File: config.mk
export PLATFORM = sky130hd
export DESIGN_NAME = dma_burst_arb
export DESIGN_NICKNAME = d
export VERILOG_FILES = /design/src/rtl/dma_arb_pkg.sv /design/src/rtl/dma_arb_pick.sv /design/src/rtl/dma_arb_beat_ctr.sv /design/src/rtl/dma_burst_arb.sv
export SDC_FILE = /design/constraint.sdc
export NUM_CORES = 1
export LEC_CHECK = 0
export BUFFER_PORTS_ARGS = -buffer_cell sky130_fd_sc_hd__buf_2
export CAP_MARGIN = 0
export CORE_ASPECT_RATIO = 0.9
export CORE_MARGIN = 8
export CORE_UTILIZATION = 55
export DETAILED_ROUTE_END_ITERATION = 10
export PLACE_DENSITY = 0.93
export SYNTH_ARGS = -nofsm -noshare
export SYNTH_HDL_FRONTEND = slang
export SYNTH_SLANG_ARGS = --single-unit
File: constraint.sdc
create_clock -name clk -period 8.2 [get_ports clk]
set_input_delay 1.23 -clock clk [delete_from_list [all_inputs] [get_ports clk]]
set_output_delay 1.23 -clock clk [all_outputs]
set_load 0.02 [all_outputs]
File: src/rtl/dma_arb_pkg.sv
package dma_arb_pkg;
    typedef enum logic [0:0] {
        S_ARB   = 1'b0,
        S_BURST = 1'b1
    } arb_state_e;
endpackage

File: src/rtl/dma_arb_pick.sv
module dma_arb_pick #(
    parameter int NCH = 4,
    parameter int PRW = 2,
    localparam int IW = (NCH > 1) ? $clog2(NCH) : 1
) (
    input  logic [NCH-1:0]     req,
    input  logic [NCH-1:0]     urg,
    input  logic [NCH*PRW-1:0] prio,
    input  logic [IW-1:0]      last_idx,
    output logic [IW-1:0]      win_idx,
    output logic               win_vld
);
    localparam int KW = PRW + 2;

    logic [KW-1:0] key [NCH];

    for (genvar g = 0; g < NCH; g++) begin : g_key
        assign key[g] = {1'b0, ~urg[g], prio[g*PRW +: PRW]};
    end

    always_comb begin
        logic [KW-1:0] best;
        best    = '1;
        win_idx = '0;
        win_vld = 1'b0;
        for (int k = 0; k < NCH; k++) begin
            int idx;
            idx = int'(last_idx) + 1 + k;
            if (idx >= NCH) idx = idx - NCH;
            if (req[idx] && (key[idx] < best)) begin
                best    = key[idx];
                win_idx = IW'(idx);
                win_vld = 1'b1;
            end
        end
    end
endmodule

File: src/rtl/dma_arb_beat_ctr.sv
module dma_arb_beat_ctr #(
    parameter int BLW = 4,
    localparam int CW = BLW + 1
) (
    input  logic           clk,
    input  logic           rst_n,
    input  logic           load,
    input  logic [BLW-1:0] len,
    input  logic           dec,
    output logic           last
);
    logic [CW-1:0] cnt_q;

    always_ff @(posedge clk or negedge rst_n) begin
        if (!rst_n) begin
            cnt_q <= '0;
        end else if (load) begin
            if (len == '0) cnt_q <= {1'b1, {BLW{1'b0}}};
            else           cnt_q <= {1'b0, len};
        end else if (dec && (cnt_q != '0)) begin
            cnt_q <= cnt_q - CW'(1);
        end
    end

    assign last = (cnt_q == CW'(1));
endmodule

File: src/rtl/dma_burst_arb.sv
module dma_burst_arb
    import dma_arb_pkg::*;
#(
    parameter int NCH = 4,
    parameter int BLW = 4,
    parameter int PRW = 2
) (
    input  logic               clk,
    input  logic               rst_n,
    input  logic [NCH-1:0]     req,
    input  logic [NCH-1:0]     req_wr,
    input  logic [NCH-1:0]     req_urg,
    input  logic [NCH*BLW-1:0] burst_len,
    input  logic [NCH*PRW-1:0] prio,
    output logic [NCH-1:0]     gnt,
    output logic               gnt_wr,
    output logic               beat,
    output logic [NCH-1:0]     done
);
    localparam int IW = (NCH > 1) ? $clog2(NCH) : 1;

    arb_state_e     state_q, state_d;
    logic [IW-1:0]  owner_q, owner_d;
    logic           wr_q, wr_d;
    logic [IW-1:0]  win_idx;
    logic           win_vld;
    logic           own_req;
    logic           ctr_load, ctr_dec, ctr_last;
    logic [BLW-1:0] win_len;

    dma_arb_pick #(.NCH(NCH), .PRW(PRW)) pick_i (
        .req      (req),
        .urg      (req_urg),
        .prio     (prio),
        .last_idx (owner_q),
        .win_idx  (win_idx),
        .win_vld  (win_vld)
    );

    assign win_len = burst_len[win_idx*BLW +: BLW];
    assign own_req = req[owner_q];

    dma_arb_beat_ctr #(.BLW(BLW)) ctr_i (
        .clk   (clk),
        .rst_n (rst_n),
        .load  (ctr_load),
        .len   (win_len),
        .dec   (ctr_dec),
        .last  (ctr_last)
    );

    // state register
    always_ff @(posedge clk or negedge rst_n) begin
        if (!rst_n) begin
            state_q <= S_ARB;
            owner_q <= IW'(NCH - 1);
            wr_q    <= 1'b0;
        end else begin
            state_q <= state_d;
            owner_q <= owner_d;
            wr_q    <= wr_d;
        end
    end

    // transitions: ARB_TO_BURST, BURST_TO_ARB
    always_comb begin
        state_d  = state_q;
        owner_d  = owner_q;
        wr_d     = wr_q;
        ctr_load = 1'b0;
        unique case (state_q)
            S_ARB: begin
                if (win_vld) begin
                    state_d  = S_BURST;
                    owner_d  = win_idx;
                    wr_d     = req_wr[win_idx];
                    ctr_load = 1'b1;
                end
            end
            S_BURST: begin
                if (!own_req || ctr_last) state_d = S_ARB;
            end
        endcase
    end

    assign ctr_dec = (state_q == S_BURST) && own_req;

    // outputs
    always_comb begin
        gnt    = '0;
        done   = '0;
        beat   = 1'b0;
        gnt_wr = 1'b0;
        unique case (state_q)
            S_ARB: ;
            S_BURST: begin
                gnt[owner_q] = 1'b1;
                gnt_wr       = wr_q;
                beat         = own_req;
                done[owner_q] = own_req && ctr_last;
            end
        endcase
    end
endmodule

# == Word level (Yosys, flattened, before mapping) ==
# Cells that the tools add are included.
# classes
n_addsub,9
magnitude_cmp,19
n_eq_ne,1
shift,1
mux,56
bitwise_logic,10
reduce_logical,14
# op_table
cell,n
greater-or-equal comparator 32 x 3 -> 1 bit (second input constant),4
greater-or-equal comparator 32 x 4 -> 1 bit (second input constant),4
< comparator 32 x 4 -> 1 bit (second input constant),4
2-to-1 mux 32 bit,4
inverter 32 bit,4
subtractor 32 x 4 -> 32 bit (second input constant),4
adder 32 x 3 -> 32 bit (second input constant),2
2-to-1 mux 4 bit,13
adder 32 x 2 -> 32 bit (second input constant),1
binary-select mux 4 bit (select 2 bit),4
2-to-1 mux 1 bit,20
variable part select 16 x 5 -> 4 bit,1
2-to-1 mux 5 bit,3
binary-select mux 1 bit (select 2 bit),6
< comparator 4 bit,3
logical AND 1 bit,8
2-to-1 mux 2 bit,4
< comparator 2 x 3 -> 1 bit (second input constant),2
== test 5 x 1 -> 1 bit (second input constant),1
inverter 1 bit,5
nonzero test 5 bit,1
subtractor 5 x 1 -> 5 bit (second input constant),1
bitwise AND 4 bit,1
zero test 4 bit,1
9 further kinds,9
# word_totals
regBits,9
input_bits,38
out_inout_bits,10

# == Depth between registers and ports, before layout ==
# Gate-level depths: netlist of run 1.
# logic_depth
depth_word,23
mapped_depth,36
mapped_depth_nobuf,32

# == Cells and area by module ==
# From an unflattened synthesis of run 1, not the netlist that was laid out.
# unflattened
hier_cells,191
area_unflattened_um2,1731.7
# by_module_without_submodules
mod,n_inst,cells_each,area_each_um2
dma_arb_pick,1,128,1024.7
dma_burst_arb,1,29,394.1
dma_arb_beat_ctr,1,34,312.8

# == Worst setup path after synthesis of run 1 ==
# OpenSTA, ideal clock, no wires.
# synth_path
path_type,register to register
from,reg owner_q[0]
to,reg ctr_i.cnt_q[1]
setup_time_ns,0.125
arrival_time_ns,7.261
required_time_ns,8.075
setup_slack_ns,0.815
stages_incl_launch_ff,36
path_buffers,5
synth_period_minus_slack_ns,7.385
path_cell_list,dfstp_2 inv_1 clkbuf_1 ha_1 buf_2 buf_2 buf_1 mux2i_1 nand2_1 nand3_1 inv_1 ha_1 nand2_1 a211oi_1 o41a_2 nor2_1 nor2_1 a221o_1 o21a_1 ha_1 o2111ai_1 nand2_1 o31a_1 nor2_1 a21o_1 ha_1 nor3_1 nand2_1 a21o_1 a2bb2oi_1 o31a_1 buf_4 mux2i_1 o211ai_4 mux2_2 mux2_2
# synth_between
elab_chain_len,23
# synth_lines
element,line,source
from (decl),dma_burst_arb.sv:23,"logic [IW-1:0] owner_q, owner_d;"
from (signal assigned),dma_burst_arb.sv:56,owner_q <= IW'(NCH - 1);
from (signal assigned),dma_burst_arb.sv:60,owner_q <= owner_d;
branches (longest 23 deep; another with adder 32 x 2 -> 32 bit),--,
to (signal assigned),dma_arb_beat_ctr.sv:18,"if (len == '0) cnt_q <= {1'b1, {BLW{1'b0}}};"
to (signal assigned),dma_arb_beat_ctr.sv:19,"else cnt_q <= {1'b0, len};"
to (signal assigned),dma_arb_beat_ctr.sv:21,cnt_q <= cnt_q - CW'(1);
to (decl),dma_arb_beat_ctr.sv:12,logic [CW-1:0] cnt_q;
# Several ways; the timed one is not identified. The select of a mux whose other input is x is not followed.
# A chain may end at the register's enable or synchronous reset.

# == Worst setup path in the final report of run 1 ==
# layout_path
from,reg owner_q[0]
to,reg ctr_i.cnt_q[4]
# Same word-level chain as after synthesis.

==> results of run 1 <==
## area by class of cell
type	count	area, um^2
clock buffer	4	45.0
inverter	9	33.8
tap	44	55.1
sequential	9	228
fill	268	1100
multi-input combinational	207	1620
timing repair buffer	51	265
## critical path, delay by kind of cell (launching register included)
kind | cells | cell delay [ns]
AND/OR/NAND/NOR | 7 | 1.00
adder cells (fa/ha/maj) | 4 | 1.23
AO/OA/AOI/OAI | 14 | 3.34
multiplexers | 3 | 0.96
flip-flops | 1 | 0.53
buffers and inverters | 3 | 0.51
## sequential cells by signal, indices dropped and copies added (netlist names)
register / flops
state_q: 1
ctr_i.cnt_q: 5
owner_q: 2
wr_q: 1
## cell families (layout without fill, tap and decap cells)
kind of cell | count (synthesis) | after routing | share of synthesized area (%)
buf+inv | 20 | 64 | 4.23
mux | 38 | 38 | 24.7
simple gates | 88 | 88 | 22.3
flops | 9 | 9 | 11.8
xor+xnor | 3 | 3 | 1.37
fa+ha+maj | 11 | 11 | 7.15
compound gates | 67 | 67 | 28.4
## cells in the final DEF (no fill, tap or decap), drive strengths merged, types with 3 or more instances in the layout
cell     instances
a211o            3
a211oi           6
a21oi            8
and2             6
buf             51
clkbuf           4
dfrtp            7
ha              11
inv              9
mux2            13
mux2i           19
mux4             6
nand2           33
nand3            4
nor2            14
nor2b            9
nor3             9
nor4             5
o211ai           5
o21a             4
o21ai           11
o22ai            3
o2bb2ai          3
## Yosys cell counts (all sizes together) (4+ instances only)
cell and instances:
mux2i 19, clkbuf 6, nand2 33, nor4 5, mux4 6, nor2 14, ha 11, o21ai 11
dfrtp 7, a21oi 8, inv 9, o21a 4, nor2b 9, and2 6, nor3 9, nand3 4
buf 5, a211oi 6, o211ai 5, mux2 13
## path summary, 6_finish.rpt
path	cells past startpoint	startpoint	slack, ns	endpoint
setup reg to reg	31	owner_q[0]$_DFFE_PN1P_	0.49	ctr_i.cnt_q[4]$_DFFE_PN0P_
hold / removal	2	wr_q$_DFFE_PN0P_	0.49	wr_q$_DFFE_PN0P_
min in group asynchronous	1	rst_n	0.84	state_q$_DFF_PN0_
hold reg to reg	2	wr_q$_DFFE_PN0P_	0.49	wr_q$_DFFE_PN0P_
setup / recovery	31	owner_q[0]$_DFFE_PN1P_	0.49	ctr_i.cnt_q[4]$_DFFE_PN0P_
max in group asynchronous	1	rst_n	7.11	owner_q[1]$_DFFE_PN1P_
## stage by stage
stage | cells | cell area [um^2]
after global routing | 324 | 2250
final | 324 | 2250
after floorplan | 236 | 1920
after detailed placement | 319 | 2190
after CTS | 323 | 2230
after global placement | 319 | 2190
## timing repair
| item | in CTS | in global routing |
|---|---|---|
| resized for setup | 0 | 2 |
| setup endpoints to repair | 0 | 5 |
| setup buffers | 0 | 1 |
| hold buffers | 0 | 0 |
## routing by layer
layer | global-route usage, % | vias to the layer above
met5 | 0 | -
met4 | 3.90 | 0
met3 | 3.95 | 4
met2 | 32.0 | 104
met1 | 23.8 | 993
li1 | - | 989
==> flow_summary.json, run 1 <==
{
  "status": "complete, no violations",
  "grt_usage_pct": 18.8,
  "cp_max_fo": 16,
  "fin_tns_setup_ns": 0,
  "yosys_register_bits": 9,
  "grt_antenna_before_repair": 0,
  "rsz0062_at_grt": "no",
  "hold_ws_ns": 0.495,
  "max_freq_mhz": 130,
  "vias": 2090,
  "yosysTopAreaCell": "mux2i_1",
  "cts_tree": "built",
  "setup_ws_ns": 0.493,
  "dpl.hpwl_mm": 4.28,
  "async_flop_share_pct": 100,
  "setup_viol": 0,
  "critPathKind": "flop to flop",
  "hold_path.class": "flop to flop",
  "synth.distinct_cells": 60,
  "avgSynthCellArea_um2": 8.15,
  "drc_errors": 0,
  "worst_ep_required_time_ns": 8.33,
  "grt_max_degree": 52,
  "max_stage_delay_ns": 0.53,
  "yosysTopAreaCellShare_pct": 9.88,
  "yosysSeqAreaShare_pct": 11.8,
  "ant_nets": 0,
  "worstMarginPinSlew_ns": 0.645,
  "grt-ovfl-total": 0,
  "chipWidth_um": 78.4,
  "postLayoutCoreUtil_pct": 67.1,
  "insertion_delay_ns": 0.23,
  "cp_slowest_cell": "dfstp_2",
  "wl_met2_mm": 2.62,
  "maxSlewViolCount": 0,
  "wl_met3_um": 484,
  "cts_htree_levels": 1,
  "highest_layer": "met4",
  "place_congestion": 0.946,
  "die_h_um": 72.1,
  "finClkSkew_ns": 0.000620,
  "post_drt_wl_per_cell_um": 16.8,
  "wl_mm": 5.43,
  "row_count": 20,
  "syn-cell-area_um2": 1920,
  "core_region_area_um2": 3350,
  "synth_cells": 236,
  "syn2layout_area_growth_pct": 16.9,
  "drv_cap": 0,
  "first_iter_violations": 225,
  "io_pins": 48,
  "cts_num_sinks": 9,
  "synthesis.nets": 285,
  "crit_path_frequent_cell": "ha_1",
  "preCtsSetupSlack_ns": 0.523,
  "diodes": 0,
  "grt_pass1_wl_mm": 9.09,
  "clockBufferDepth": 2,
  "start_util_pct": 57.4,
  "period_needed_ns": 7.71,
  "synth.area.top_cells": "mux2i_1 (9.9%), dfrtp_1 (9.1%), ha_1 (7.2%)",
  "synthFlopType": "dfrtp_1",
  "fin_nets": 330,
  "ys_warn_count": 0,
  "numCtsBuffers": 3,
  "dieArea_um2": 5650,
  "post_drt_via_cell_ratio": 6.45,
  "slew_headroom_pct": 56.6,
  "firstDrtPassIters": 4,
  "io_buffers": 47,
  "crit_arrival_ns": 7.84,
  "wl_met1_mm": 2.29,
  "crit_path_end_kind": "flop",
  "synth_edf_count": 0,
  "start_kind": "flop",
  "drive_above_1_share_pct": 30.7,
  "clkTransAtPathRegs_ns": 0.05,
  "final.period_utilization_pct": 94.0,
  "root_buffer": "clkbuf_8",
  "finalHoldViolCount": 0,
  "grt_pass1_vias": 1977
}
Power of run 1 is left out: the tool's default activity adds up to more than one toggle a clock period on the data nets, which glitch-free logic cannot reach.
==> run 2: changes to the inputs <==
--- a/config.mk
+++ b/config.mk
@@ -9,9 +9,10 @@
 export CAP_MARGIN = 0
 export CORE_ASPECT_RATIO = 0.9
 export CORE_MARGIN = 8
-export CORE_UTILIZATION = 55
+export CORE_UTILIZATION = 56
+export CTS_BUF_LIST = sky130_fd_sc_hd__clkbuf_4 sky130_fd_sc_hd__clkbuf_8
 export DETAILED_ROUTE_END_ITERATION = 10
-export PLACE_DENSITY = 0.93
+export PLACE_DENSITY = 0.94
 export SYNTH_ARGS = -nofsm -noshare
 export SYNTH_HDL_FRONTEND = slang
 export SYNTH_SLANG_ARGS = --single-unit
==> flow_summary.json, run 2 (synthesis results as in run 1) <==
{
  "status": "complete, no violations",
  "grt_pass1_wl_mm": 9.23,
  "place_congestion": 1.02,
  "largest_reg_flops": 5,
  "grt-ovfl-total": 0,
  "firstDrtPassIters": 4,
  "startpoint": "owner_q[1]$_DFFE_PN1P_",
  "grt_antenna_before_repair": 0,
  "root_buffer": "clkbuf_8",
  "cp_slowest_cell": "dfstp_2",
  "worstMarginPinSlew_ns": 0.565,
  "io_buffers": 47,
  "cts_hold_buf": 0,
  "reg2regPathDepth": 32,
  "row_count": 20,
  "layout_common_cells": "buf_2 (47), nand2_1 (33), mux2i_1 (19)",
  "cp_max_fo": 15,
  "clkTransAtPathRegs_ns": 0.05,
  "drv_cap": 0,
  "period_needed_ns": 7.48,
  "worst_ep_required_time_ns": 8.32,
  "ant_nets": 0,
  "cts-resized-gates": 0,
  "cts_num_sinks": 9,
  "stdcell_area_um2": 2250,
  "crit_end": "ctr_i.cnt_q[1]$_DFFE_PN0P_",
  "fin_nets": 331,
  "max_stage_delay_ns": 0.56,
  "drive_above_1_share_pct": 30.6,
  "wl_mm": 5.50,
  "maxSlewViolCount": 0,
  "postCtsSetupBuffers": 0,
  "clockBufferDepth": 2,
  "post_drt_wl_per_cell_um": 16.9,
  "final.period_utilization_pct": 91.3,
  "cts_htree_levels": 1,
  "grt_pass1_vias": 1986,
  "rsz0062_at_grt": "no",
  "start_util_pct": 57.8,
  "vias": 2044,
  "syn2layout_area_growth_pct": 17.0,
  "finalHoldViolCount": 0,
  "setup_viol": 0,
  "fin_tns_setup_ns": 0,
  "drc_errors": 0,
  "dpl_cell_area_um2": 2200,
  "critPathKind": "flop to flop",
  "crit_arrival_ns": 7.61,
  "r2r-end": "ctr_i.cnt_q[1]$_DFFE_PN0P_",
  "post_drt_via_cell_ratio": 6.29,
  "regMostFlops": "ctr_i.cnt_q",
  "chipWidth_um": 77.8,
  "dpl.hpwl_mm": 4.46,
  "finClkSkew_ns": 0.000961,
  "cts_tree": "built",
  "diodes": 0,
  "io_pins": 48,
  "crit_path_end_kind": "flop",
  "hold_path.class": "flop to flop",
  "reg_top3": "ctr_i.cnt_q x5, owner_q x2",
  "slew_headroom_pct": 62.0,
  "max_freq_mhz": 134,
  "crit_path_frequent_cell": "ha_1",
  "die_h_um": 71.6,
  "dieArea_um2": 5570,
  "grt_usage_pct": 19.7,
  "first_iter_violations": 175,
  "numCtsBuffers": 3,
  "layout_commonest_cell": "buf_2",
  "rr_startpoint": "owner_q[1]$_DFFE_PN1P_",
  "core_region_area_um2": 3330,
  "r2r_setup_slack_ns": 0.72,
  "start_kind": "flop",
  "insertion_delay_ns": 0.24,
  "grt_max_degree": 52
}
run 2: cell types whose count changed in the layout (fill, tap and decap cells not counted):
cell,before,now
clkbuf_1,1,0
buf_4,4,5
nor2_2,1,0
clkinv_2,0,1
o31ai_1,0,1
nor2_1,13,14
o31ai_2,1,0
run 2: critical path, delay by kind of cell, from the launching register on:
family	cells	cell delay (ns)
buffers and inverters	4	0.54
muxes	4	1.21
and+or+nand+nor	7	1.00
adders and majority gates	4	1.15
AOI/OAI and AO/OA	13	2.89
DFF	1	0.56
run 2: how the worst min path moves through the flow:
stage	startpoint	endpoint	slack, ns	depth (start not counted)
global placement	wr_q$_DFFE_PN0P_	wr_q$_DFFE_PN0P_	0.48	2
global route	wr_q$_DFFE_PN0P_	wr_q$_DFFE_PN0P_	0.54	2
CTS	wr_q$_DFFE_PN0P_	wr_q$_DFFE_PN0P_	0.49	2
floorplan	wr_q$_DFFE_PN0P_	wr_q$_DFFE_PN0P_	0.45	2
finish	wr_q$_DFFE_PN0P_	wr_q$_DFFE_PN0P_	0.50	2
detailed placement	wr_q$_DFFE_PN0P_	wr_q$_DFFE_PN0P_	0.48	2
run 2: layout make-up:
type	count	area [um^2]
Multi-Input combinational cell	207	1620
Fill cell	276	1080
Timing Repair Buffer	52	273
Sequential cell	9	228
Tap cell	44	55.1
Clock buffer	3	41.3
Inverter	9	33.8
Clock inverter	1	5.00
run 2: per-layer routing:
metal	up-vias	track usage, %	wire, um
met5	-	0	0
met4	0	4.18	23
met3	4	5.25	474
met2	82	33.0	2640
met1	964	24.6	2360
li1	994	-	-
run 2: stage by stage:
step	cells	setup slack (ns)	hold slack [ns]	util [%]
after floorplan	236	0.815	0.448	-
after global placement	321	0.945	0.478	66.2
after detailed placement	321	0.741	0.483	66.2
after CTS	325	0.827	0.493	67.6
after global routing	325	0.237	0.535	67.6
final	325	0.717	0.498	67.6
Power of run 2 is left out for the same reason.
==> run 3: changes to the inputs <==
--- a/config.mk
+++ b/config.mk
@@ -7,12 +7,15 @@
 export LEC_CHECK = 0
 export BUFFER_PORTS_ARGS = -buffer_cell sky130_fd_sc_hd__buf_2
 export CAP_MARGIN = 0
+export CELL_PAD_IN_SITES_DETAIL_PLACEMENT = 0
+export CELL_PAD_IN_SITES_GLOBAL_PLACEMENT = 1
 export CORE_ASPECT_RATIO = 0.9
 export CORE_MARGIN = 8
-export CORE_UTILIZATION = 56
+export CORE_UTILIZATION = 41
 export CTS_BUF_LIST = sky130_fd_sc_hd__clkbuf_4 sky130_fd_sc_hd__clkbuf_8
 export DETAILED_ROUTE_END_ITERATION = 10
-export PLACE_DENSITY = 0.94
+export PLACE_DENSITY = 0.95
 export SYNTH_ARGS = -nofsm -noshare
 export SYNTH_HDL_FRONTEND = slang
+export SYNTH_HIERARCHICAL = 1
 export SYNTH_SLANG_ARGS = --single-unit
==> flow_summary.json, run 3 <==
{
  "grt_max_degree": 28,
  "cts_num_sinks": 9,
  "drc_errors": 0,
  "cts_htree_levels": 1,
  "core_region_area_um2": 4070,
  "finClkSkew_ns": 0.000663,
  "synth_edf_count": 0,
  "firstDrtPassIters": 4,
  "critPathKind": "input pin to flop",
  "post_drt_wl_per_cell_um": 15.8,
  "chipWidth_um": 84.5,
  "rsz0062_at_grt": "no",
  "synth.distinct_cells": 56,
  "fin_tns_setup_ns": 0,
  "comb_power_share_pct": 86.3,
  "io_buffers": 47,
  "synth_cells": 191,
  "wl_met1_mm": 2.09,
  "synth.most_common_cell": "nand2_1",
  "postCtsSetupBuffers": 0,
  "p_leak_nw": 0.955,
  "clkTransAtPathRegs_ns": 0.04,
  "syn2layout_area_growth_pct": 19.4,
  "crit_path_end_kind": "flop",
  "period_needed_ns": 7.72,
  "avgSynthCellArea_um2": 9.07,
  "async_flop_share_pct": 100,
  "synthesis.nets": 236,
  "setup_ws_ns": 0.477,
  "dpl_cell_area_um2": 2020,
  "final.period_utilization_pct": 94.2,
  "dieArea_um2": 6560,
  "stdcell_area_um2": 2070,
  "syn-cell-area_um2": 1730,
  "r2r_setup_slack_ns": 0.77,
  "layout_commonest_cell": "buf_2",
  "status": "complete, no violations",
  "worst_ep_required_time_ns": 8.33,
  "yosysSeqAreaShare_pct": 13.2,
  "cp_max_fo": 8,
  "start_kind": "input pin",
  "wl_met2_mm": 2.24,
  "p_int_uw": 599,
  "sw_frac_of_total_pct": 48.6,
  "hold_path.class": "flop to flop",
  "switchingPower_uw": 566,
  "diodes": 0,
  "regMostFlops": "ctr_i/cnt_q",
  "cts-resized-gates": 0,
  "die_h_um": 77.7,
  "vias": 1703,
  "slew_headroom_pct": 49.2,
  "finalHoldViolCount": 0,
  "post_drt_via_cell_ratio": 5.91,
  "total_power_mw": 1.16,
  "drive_above_1_share_pct": 35.8,
  "layout_common_cells": "buf_2 (47), nand2_1 (20), nor2_1 (19)",
  "ant_nets": 0,
  "grt-ovfl-total": 0,
  "wl_met3_um": 137,
  "synth_common_cells": "nand2_1 (20), nor2_1 (19), mux2i_1 (14)",
  "grt_usage_pct": 14.0,
  "fillers": 399,
  "max_freq_mhz": 129,
  "row_count": 22,
  "dpl.hpwl_mm": 3.66,
  "root_buffer": "clkbuf_8",
  "insertion_delay_ns": 0.23,
  "grt_antenna_before_repair": 0,
  "irDropWorstVdd_v": 0.000204,
  "first_iter_violations": 53,
  "cts_hold_buf": 0,
  "pwr-share-clk_pct": 4.5,
  "ys_warn_count": 6,
  "reg_top3": "ctr_i/cnt_q x5, owner_q x2",
  "grt_pass1_wl_mm": 7.90,
  "fin_nets": 286,
  "io_pins": 48,
  "largest_reg_flops": 5,
  "sequentialPowerShare_pct": 9.2,
  "p_per_area_nw_per_um2": 564,
  "yosysTopAreaCellShare_pct": 10.1,
  "highest_layer": "met4",
  "drv_cap": 0,
  "postLayoutCoreUtil_pct": 50.7,
  "grt_pass1_vias": 1745,
  "clockBufferDepth": 2,
  "yosys_register_bits": 9,
  "numCtsBuffers": 3,
  "synth.area.top_cells": "dfrtp_1 (10%), mux4_1 (9.1%), mux2i_1 (8.1%)",
  "yosysTopAreaCell": "dfrtp_1",
  "maxSlewViolCount": 0,
  "cts_tree": "built",
  "start_util_pct": 42.5,
  "wl_mm": 4.55,
  "worstMarginPinSlew_ns": 0.761,
  "setup_viol": 0,
  "crit_arrival_ns": 7.85,
  "synthFlopType": "dfrtp_1",
  "preCtsSetupSlack_ns": 0.298,
  "place_congestion": 0.949
}
run 3: changes by cell type in the layout (fill, tap and decap cells not counted), sizes merged, moves of 6 or more:
cell   previous run  this run
nor3              9         2
nand2            33        20
nor2b             9         2
and3              0         6
run 3: worst paths after layout:
path,endpoint,depth (start not counted),start
worst max-delay path,ctr_i/cnt_q[4]$_DFFE_PN0P_,28,req[3]
worst min-delay path,wr_q$_DFFE_PN0P_,1,wr_q$_DFFE_PN0P_
worst max register to register,ctr_i/cnt_q[4]$_DFFE_PN0P_,27,owner_q[1]$_DFFE_PN1P_
worst min register to register,wr_q$_DFFE_PN0P_,1,wr_q$_DFFE_PN0P_
max in group asynchronous,owner_q[0]$_DFFE_PN1P_,1,rst_n
min in group asynchronous,wr_q$_DFFE_PN0P_,1,rst_n
run 3: final cells by class:
class / instances / area [um^2] / area share, %
flip-flops and latches: 9 / 228 / 11.0
multi-input cells: 165 / 1420 / 68.5
well taps: 48 / 60.1 / 2.91
inverters: 9 / 33.8 / 1.63
repair buffers: 53 / 280 / 13.6
clock buffers: 4 / 48.8 / 2.36
run 3: per-layer routing:
metal,vias up,global-route usage (%)
met1,820,17.2
met3,6,1.58
met2,36,24.8
met4,0,4.80
li1,841,-
met5,-,0
run 3: critical path, cell delays in order:
cell     delay (ns)
buf_2          0.14
mux2_2         0.28
mux2i_1        0.28
nor3_1         0.13
ha_1           0.33
nand2_1        0.06
or4_4          0.42
and4_4         0.23
o31ai_2        0.38
nor2_1         0.07
a21oi_1        0.17
inv_1          0.06
ha_1           0.29
a21oi_1        0.08
nor2_1         0.17
nor2_1         0.11
a32oi_4        0.28
mux2i_1        0.22
ha_1           0.26
a21o_1         0.16
a21oi_1        0.16
o21ai_0        0.20
a31oi_1        0.36
a21oi_1        0.08
o21ai_1        0.46
mux4_1         0.67
or3_1          0.36
o31ai_1        0.20
run 3: cell families after synthesis:
kind of cell | after synthesis | synth area share, %
flip-flops | 9 | 13.2
adder cells (fa/ha/maj) | 7 | 5.06
AND/OR/NAND/NOR | 78 | 25.0
AO/OA/AOI/OAI | 44 | 20.0
multiplexers | 36 | 31.7
buffers and inverters | 17 | 5.06
run 3: through the flow:
step | hold slack (ns) | cells
final | 0.531 | 288
after global routing | 0.558 | 288
after CTS | 0.526 | 288
after detailed placement | 0.513 | 284
after global placement | 0.515 | 284
after floorplan | 0.474 | 191
run 3: power groups by stage:
stage                     Combinational [mW]  Clock, mW  Sequential [mW]
after floorplan                        0.838          0           0.0990
after global placement                 0.979          0            0.106
after detailed placement               0.996          0            0.107
after CTS                               1.00     0.0534            0.106
after global routing                    1.11     0.0557            0.113
final                                   1.01     0.0526            0.107
Power figures use the tool's default switching activity.
